<file path="src/rtl/spi_regmaster.sv">
module spi_regmaster #(
  parameter int HALF_DIV   = 2,
  parameter int FIFO_DEPTH = 4
) (
  input  logic        clk,
  input  logic        rst_n,
  input  logic [8:0]  bus_addr,
  input  logic        bus_we,
  input  logic        bus_re,
  input  logic [31:0] bus_wdata,
  output logic [31:0] bus_rdata,
  output logic        sclk,
  output logic        mosi,
  input  logic        miso,
  output logic [3:0]  ss_o
);
  localparam int PW = (FIFO_DEPTH > 1) ? $clog2(FIFO_DEPTH) : 1;
  localparam int CW = $clog2(FIFO_DEPTH + 1);
  localparam int DW = (HALF_DIV > 1) ? $clog2(HALF_DIV) : 1;
  localparam logic [CW-1:0] FULL_CNT = CW'(FIFO_DEPTH);
  localparam logic [DW-1:0] DIV_END  = DW'(HALF_DIV - 1);
  localparam logic [PW-1:0] PTR_END  = PW'(FIFO_DEPTH - 1);
  localparam logic [8:0] A_CTL  = 9'h000;
  localparam logic [8:0] A_CTL2 = 9'h004;
  localparam logic [8:0] A_FLG  = 9'h008;
  localparam logic [8:0] A_LVL  = 9'h01C;
  localparam logic [8:0] A_TXP  = 9'h100;
  localparam logic [8:0] A_RXP  = 9'h180;

  function automatic logic [PW-1:0] bump(input logic [PW-1:0] p);
    return (p == PTR_END) ? '0 : p + 1'b1;
  endfunction

  logic en_q, go_q, mst_q, edge_q, cspol_q, csval_q, cssoft_q;
  logic [4:0] len_q;
  logic rxen_q, txen_q, hold_q;
  logic [1:0] csidx_q;
  logic rdy_q, err_q, rxovf_q, txunr_q, txovf_q, rxunr_q;

  logic [31:0] tx_mem [FIFO_DEPTH];
  logic [31:0] rx_mem [FIFO_DEPTH];
  logic [PW-1:0] tx_wp, tx_rp, rx_wp, rx_rp;
  logic [CW-1:0] tx_cnt, rx_cnt;

  logic busy_q, sclk_q, edge_f, hold_lat;
  logic [DW-1:0] div_q;
  logic [5:0] half_q, nlast_q;
  logic [31:0] shr_q, rxs_q;

  logic unused_wdata;
  assign unused_wdata = ^bus_wdata;

  wire wr_ctl  = bus_we && bus_addr == A_CTL;
  wire wr_ctl2 = bus_we && bus_addr == A_CTL2;
  wire wr_flg  = bus_we && bus_addr == A_FLG;
  wire wr_tx   = bus_we && bus_addr == A_TXP;
  wire rd_rx   = bus_re && bus_addr == A_RXP;

  wire tx_full  = tx_cnt == FULL_CNT;
  wire rx_full  = rx_cnt == FULL_CNT;
  wire tx_empty = tx_cnt == '0;
  wire rx_empty = rx_cnt == '0;

  wire tx_push  = wr_tx && !tx_full;
  wire rx_pop   = rd_rx && !rx_empty;
  wire tx_flush = wr_flg && bus_wdata[26];
  wire rx_flush = wr_flg && bus_wdata[27];

  wire start_try = go_q && !busy_q;
  wire no_data   = txen_q && tx_empty;
  wire start     = start_try && !no_data;
  wire go_fail   = start_try && no_data;
  wire tx_pop    = start && txen_q;

  wire tick   = busy_q && div_q == DIV_END;
  wire rise   = tick && !sclk_q;
  wire fall   = tick && sclk_q;
  wire last   = tick && half_q == nlast_q;
  wire sample = edge_f ? fall : rise;
  wire shift  = edge_f ? (rise && half_q != 6'd0) : (fall && !last);

  wire [31:0] rx_word = edge_f ? {rxs_q[30:0], miso} : rxs_q;
  wire rx_try  = last && rxen_q;
  wire rx_push = rx_try && !rx_full;

  wire ev_txovf = wr_tx && tx_full;
  wire ev_rxunr = rd_rx && rx_empty;
  wire ev_rxovf = rx_try && rx_full;
  wire ev_txunr = go_fail;
  wire [31:0] clr = wr_flg ? bus_wdata : 32'd0;

  always_ff @(posedge clk or negedge rst_n) begin
    if (!rst_n) begin
      en_q <= 1'b0; go_q <= 1'b0; mst_q <= 1'b0; edge_q <= 1'b0;
      cspol_q <= 1'b0; csval_q <= 1'b0; cssoft_q <= 1'b0; len_q <= '0;
    end else begin
      if (wr_ctl) begin
        en_q     <= bus_wdata[31];
        go_q     <= bus_wdata[30];
        mst_q    <= bus_wdata[28];
        edge_q   <= bus_wdata[21];
        cspol_q  <= bus_wdata[13];
        csval_q  <= bus_wdata[12];
        cssoft_q <= bus_wdata[11];
        len_q    <= bus_wdata[4:0];
      end else if (last || go_fail) begin
        go_q <= 1'b0;
      end
    end
  end

  always_ff @(posedge clk or negedge rst_n) begin
    if (!rst_n) begin
      rxen_q <= 1'b0; txen_q <= 1'b0; csidx_q <= '0; hold_q <= 1'b0;
    end else if (wr_ctl2) begin
      rxen_q  <= bus_wdata[31];
      txen_q  <= bus_wdata[30];
      csidx_q <= bus_wdata[19:18];
      hold_q  <= bus_wdata[17];
    end
  end

  always_ff @(posedge clk or negedge rst_n) begin
    if (!rst_n) begin
      rdy_q <= 1'b0; err_q <= 1'b0; rxovf_q <= 1'b0;
      txunr_q <= 1'b0; txovf_q <= 1'b0; rxunr_q <= 1'b0;
    end else begin
      rdy_q   <= (rdy_q   & ~clr[30]) | last;
      err_q   <= (err_q   & ~clr[29]) | ev_txovf | ev_rxunr | ev_rxovf | ev_txunr;
      rxovf_q <= (rxovf_q & ~clr[25]) | ev_rxovf;
      txunr_q <= (txunr_q & ~clr[24]) | ev_txunr;
      txovf_q <= (txovf_q & ~clr[19]) | ev_txovf;
      rxunr_q <= (rxunr_q & ~clr[18]) | ev_rxunr;
    end
  end

  always_ff @(posedge clk) begin
    if (tx_push) tx_mem[tx_wp] <= bus_wdata;
    if (rx_push) rx_mem[rx_wp] <= rx_word;
  end

  always_ff @(posedge clk or negedge rst_n) begin
    if (!rst_n) begin
      tx_wp <= '0; tx_rp <= '0; tx_cnt <= '0;
    end else if (tx_flush) begin
      tx_wp <= '0; tx_rp <= '0; tx_cnt <= '0;
    end else begin
      if (tx_push) tx_wp <= bump(tx_wp);
      if (tx_pop)  tx_rp <= bump(tx_rp);
      tx_cnt <= tx_cnt + CW'(tx_push) - CW'(tx_pop);
    end
  end

  always_ff @(posedge clk or negedge rst_n) begin
    if (!rst_n) begin
      rx_wp <= '0; rx_rp <= '0; rx_cnt <= '0;
    end else if (rx_flush) begin
      rx_wp <= '0; rx_rp <= '0; rx_cnt <= '0;
    end else begin
      if (rx_push) rx_wp <= bump(rx_wp);
      if (rx_pop)  rx_rp <= bump(rx_rp);
      rx_cnt <= rx_cnt + CW'(rx_push) - CW'(rx_pop);
    end
  end

  always_ff @(posedge clk or negedge rst_n) begin
    if (!rst_n) begin
      busy_q <= 1'b0; sclk_q <= 1'b0; edge_f <= 1'b0;
      div_q <= '0; half_q <= '0; nlast_q <= '0;
      shr_q <= '0; rxs_q <= '0;
    end else if (start) begin
      busy_q  <= 1'b1;
      sclk_q  <= 1'b0;
      div_q   <= '0;
      half_q  <= '0;
      nlast_q <= {len_q, 1'b1};
      edge_f  <= edge_q;
      rxs_q   <= '0;
      shr_q   <= (txen_q ? tx_mem[tx_rp] : 32'd0) << (5'd31 - len_q);
    end else if (busy_q) begin
      if (tick) begin
        div_q  <= '0;
        half_q <= half_q + 6'd1;
        sclk_q <= ~sclk_q;
        if (last) busy_q <= 1'b0;
      end else begin
        div_q <= div_q + 1'b1;
      end
      if (sample) rxs_q <= {rxs_q[30:0], miso};
      if (shift)  shr_q <= {shr_q[30:0], 1'b0};
    end
  end

  always_ff @(posedge clk or negedge rst_n) begin
    if (!rst_n)       hold_lat <= 1'b0;
    else if (!hold_q) hold_lat <= 1'b0;
    else if (last)    hold_lat <= 1'b1;
  end

  assign sclk = sclk_q;
  assign mosi = shr_q[31];

  wire cs_act = cssoft_q ? csval_q : (busy_q | hold_lat);
  for (genvar i = 0; i < 4; i++) begin : g_sel
    assign ss_o[i] = (cs_act && csidx_q == 2'(i)) ? cspol_q : ~cspol_q;
  end

  always_comb begin
    case (bus_addr)
      A_CTL:  bus_rdata = {en_q, go_q, 1'b0, mst_q, 6'd0, edge_q, 7'd0,
                           cspol_q, csval_q, cssoft_q, 6'd0, len_q};
      A_CTL2: bus_rdata = {rxen_q, txen_q, 10'd0, csidx_q, hold_q, 17'd0};
      A_FLG:  bus_rdata = {busy_q, rdy_q, err_q, 3'd0, rxovf_q, txunr_q,
                           rx_empty, rx_full, tx_empty, tx_full,
                           txovf_q, rxunr_q, 18'd0};
      A_LVL:  bus_rdata = (32'(rx_cnt) << 16) | 32'(tx_cnt);
      A_RXP:  bus_rdata = rx_empty ? 32'd0 : rx_mem[rx_rp];
      default: bus_rdata = 32'd0;
    endcase
  end

  p_idle_clock_r2: assert property (@(posedge clk) disable iff (!rst_n)
    !busy_q |-> !sclk_q);
  p_done_after_frame_r4: assert property (@(posedge clk) disable iff (!rst_n)
    $fell(busy_q) |-> rdy_q);
  p_go_selfclear_r4: assert property (@(posedge clk) disable iff (!rst_n)
    ($fell(busy_q) && !$past(wr_ctl)) |-> !go_q);
  p_tx_overflow_r6: assert property (@(posedge clk) disable iff (!rst_n)
    (wr_tx && tx_full) |=> (txovf_q && err_q));
  p_rx_underrun_r7: assert property (@(posedge clk) disable iff (!rst_n)
    (rd_rx && rx_empty) |=> (rxunr_q && err_q));
  p_no_frame_empty_r8: assert property (@(posedge clk) disable iff (!rst_n)
    (go_fail && !wr_ctl) |=> (!busy_q && !go_q && txunr_q));
  p_one_select_r10: assert property (@(posedge clk) disable iff (!rst_n)
    $countones(ss_o ^ {4{~cspol_q}}) <= 1);
  p_mosi_steady_r12: assert property (@(posedge clk) disable iff (!rst_n)
    (busy_q && !edge_f && rise) |=> $stable(mosi));
  p_level_bound_r13: assert property (@(posedge clk) disable iff (!rst_n)
    (tx_cnt <= FULL_CNT) && (rx_cnt <= FULL_CNT));
  p_single_strobe: assert property (@(posedge clk) disable iff (!rst_n)
    !(bus_we && bus_re));
endmodule

</file>
<file path="config.mk">
export PLATFORM = sky130hd
export DESIGN_NAME = spi_regmaster
export DESIGN_NICKNAME = d
export VERILOG_FILES = /design/src/rtl/spi_regmaster.sv
export SDC_FILE = /design/constraint.sdc
export NUM_CORES = 1
export LEC_CHECK = 0
export BUFFER_PORTS_ARGS = -buffer_cell sky130_fd_sc_hd__buf_2
export CAP_MARGIN = 30
export CORE_ASPECT_RATIO = 0.7
export CORE_MARGIN = 2
export CORE_UTILIZATION = 30
export CTS_BUF_LIST = sky130_fd_sc_hd__clkbuf_8
export CTS_CLUSTER_SIZE = 8
export DETAILED_ROUTE_END_ITERATION = 16
export PLACE_DENSITY = 0.49
export SYNTH_ARGS = -nofsm -noshare
export SYNTH_HDL_FRONTEND = slang
export SYNTH_SLANG_ARGS = --single-unit
</file>
<file path="constraint.sdc">
create_clock -name clk -period 3.5 [get_ports clk]
set_input_delay 0 -clock clk [delete_from_list [all_inputs] [get_ports clk]]
set_output_delay 0 -clock clk [all_outputs]
set_load 0.02 [all_outputs]
</file>
==> out/qor.yml <==
floorplanning:
  num_rows: 74
  die_area_um2: 60300
  fp.dieW_um: 293
  pin_count: 84
  start_util_pct: 30.2
  die_h_um: 206
  core_region_area_um2: 58100
timing:
  period_share_pct: 93.9
  rsz0062_at_grt: "no"
  fin_tns_setup_ns: 0
  drv_slew: 0
  hold_ws_ns: 0.0658
  max_clock_freq_ghz: 0.304
  tightest_slew_ns: 0.866
  max_slew_margin_pct: 42.1
  final_hold_viol_count: 0
  finalCriticalPeriod_ns: 3.29
  setup_viol: 0
  skew_ns: 0.0629
place:
  port_buffers: 83
  place.gp.congestion: 0.887
  detailed_place_hpwl_um: 32700
synthesis:
  synth_area_leaders: "edfxtp_1 44%, dfrtp_1 17%, mux4_2 8.2%"
  synth_warnings: 0
  synth_enable_flop_cells: 256
  seq_area_frac_synth_pct: 60.8
  mappedNetlistArea_um2: 17500
  yosys.cell_types.count: 71
  synth-seq-cells: 374
  synth_top_area_share_pct: 43.9
  synth_cells: 1298
  ys.flop_type: "edfxtp_1"
  synth_async_sr_flop_share_pct: 31.6
  syn-num-nets: 1362
  yosys.area.top_type: "edfxtp_1"
  synth_area_per_cell_um2: 13.5
critical_path:
  cp.required_ns: 4.06
  worst-r2r-setup-slack_ns: 0.42
  r2r_cells: 15
  r2r-end: "rx_cnt[2]"
  crit_arrival_ns: 3.84
  crit_fanout: 7
  critPathCaptureType: "flip-flop"
  r2r-start: "half_q[2]"
  path_class: "in2reg"
  crit_path_start_kind: "input pin"
status:
  outcome: "complete, no violations"
cts:
  numCtsBuffers: 60
  clockBufferDepth: 3
  clk_latency_ns: 0.69
  cts_tree: "done"
  cts_sinks: 374
  path_clk_slew_ns: 0.07
  post_cts_buffers: 0
  htree_levels: 2
  clockRootBuffer: "clkbuf_8"
routing:
  drcViolationCount: 0
  wl_um: 48100
  detail-route-antenna-nets: 0
  vias: 11500
  dr.pass1.iters: 7
  drt_first_iter_violations: 1047
  vias_per_cell: 5.10
  wire_per_inst_um: 21.2
final_layout:
  nets: 1514
  utilization_pct: 35.5
  final_cell_mix: "256 x edfxtp_1, 171 x nand2_1, 116 x dfrtp_1"
  layout_commonest_cell: "edfxtp_1"
  drive_gt1_share_pct: 22.9
  areaGrowthSynthToFinish_pct: 17.7
power:
  vdd_ir_drop_max_v: 0.000258
  powerDensity_nw_per_um2: 489
  p_leak_nw: 8.24
  power_mw: 10.1
run:
  max_cap_viol_count: 0
grt:
  grtUsageMet3_pct: 3.83
  grt_max_degree: 69
  grt_pass1_vias: 11300
  grt.overflow.total: 0
  grt_usage_pct: 15.9
  top_usage_layer: "met1"
  antenna_found_initial: 4
  use_met2_pct: 21.8
  grt_pass1_wl_um: 72200
  met1_usage_pct: 24.7
hold_path:
  holdPathStages: 2
  hp-start: "bus_wdata[20]"
  hold_path_class: "in2reg"
  hold_end: "tx_mem[1][20]"
per-layer routing:
layer	up-vias	share of wire, %
met5	-	0
met4	0	1.5
met3	53	7.3
met2	390	41
met1	5859	50
li1	5229	-
kinds of logic after synthesis:
kind of cell / synth area share (%)
flip-flops: 60.8
AND/OR/NAND/NOR: 8.77
AO/OA/AOI/OAI: 9.15
multiplexers: 16.2
buffers and inverters: 2.70
XOR/XNOR: 1.05
adder cells (fa/ha/maj): 1.37
per-stage QoR:
stage	area, µm²	setup WS, ns	cells
6_report	20600	0.215	2262
5_1_grt	20600	0.00672	2262
4_1_cts	20600	0.129	2261
3_5_place_dp	18900	0.451	2103
3_3_place_gp	18900	0.481	2103
2_1_floorplan	17500	0.333	1298
layout make-up:
cell class              count  area (µm²)
flip-flops and latches    374       10600
inverters                  26        97.6
fillers                  5709       37400
diodes                      1        2.50
clock inverters            46         267
well taps                 760         951
repair buffers            175        1300
multi-input cells         813        6420
clock buffers              67         922
synth_stat cells (10+ instances only):
cell type and n:
mux2_1 14, nand3_1 19, xnor2_1 10, mux2_2 59
nor2b_1 13, buf_1 19, a22o_1 14, a21oi_1 55
and2_1 25, edfxtp_1 256, nand2_1 171, a22oi_1 17
mux2i_1 57, clkbuf_1 50, o21ai_0 37, ha_1 16
xor2_1 11, inv_1 26, dfrtp_1 118, nor2_1 61
o21ai_1 10, mux4_2 64, o22ai_1 19, nor3_1 14
sequential cells by signal (all words and copies together) (netlist names), 2 cells and up:
signal and flops:
rx_wp 2, tx_wp 2, tx_cnt 3, tx_mem 128
half_q 6, len_q 5, nlast_q 6, csidx_q 2
rx_cnt 3, rx_rp 2, tx_rp 2, rx_mem 128
rxs_q 32, shr_q 32
critical path: stages:
cell and delay, ns:
dlygate4sd3_1 0.53, buf_2 0.16, or4b_1 0.53, nor3_1 0.21
nand3_1 0.12, dlygate4sd3_1 0.64, a21oi_2 0.26, inv_1 0.10
ha_1 0.29, inv_1 0.06, ha_1 0.13, inv_1 0.05
fa_1 0.39, xor2_1 0.17, xnor2_1 0.13, nor2_1 0.05
report_power, final:
part           leakage, nW  switching (mW)  total [mW]  internal (mW)
clock network        0.723            1.80        3.72           1.92
logic                 3.35           0.677        1.19          0.511
registers             4.16           0.200        5.16           4.96
total                 8.24            2.68        10.1           7.39
worst max-delay path by stage:
stage,end,depth (start not counted),slack (ns),from
2_1_floorplan,rx_cnt[2],15,0.33,busy_q
3_3_place_gp,tx_cnt[2],14,0.48,bus_addr[3]
3_5_place_dp,tx_cnt[2],14,0.45,bus_addr[2]
4_1_cts,tx_cnt[2],16,0.13,bus_addr[3]
5_1_grt,tx_cnt[2],16,0.007,bus_addr[2]
6_report,tx_cnt[2],16,0.21,bus_addr[3]
timing repair:
| item | in CTS | in global routing |
|---|---|---|
| endpoints found under the setup margin | 0 | 1 |
| hold buffers | 45 | 0 |
| gates resized for setup | 0 | 1 |
| endpoints found under the hold margin | 253 | 0 |
No activity file was read; power rests on OpenSTA's default activity.
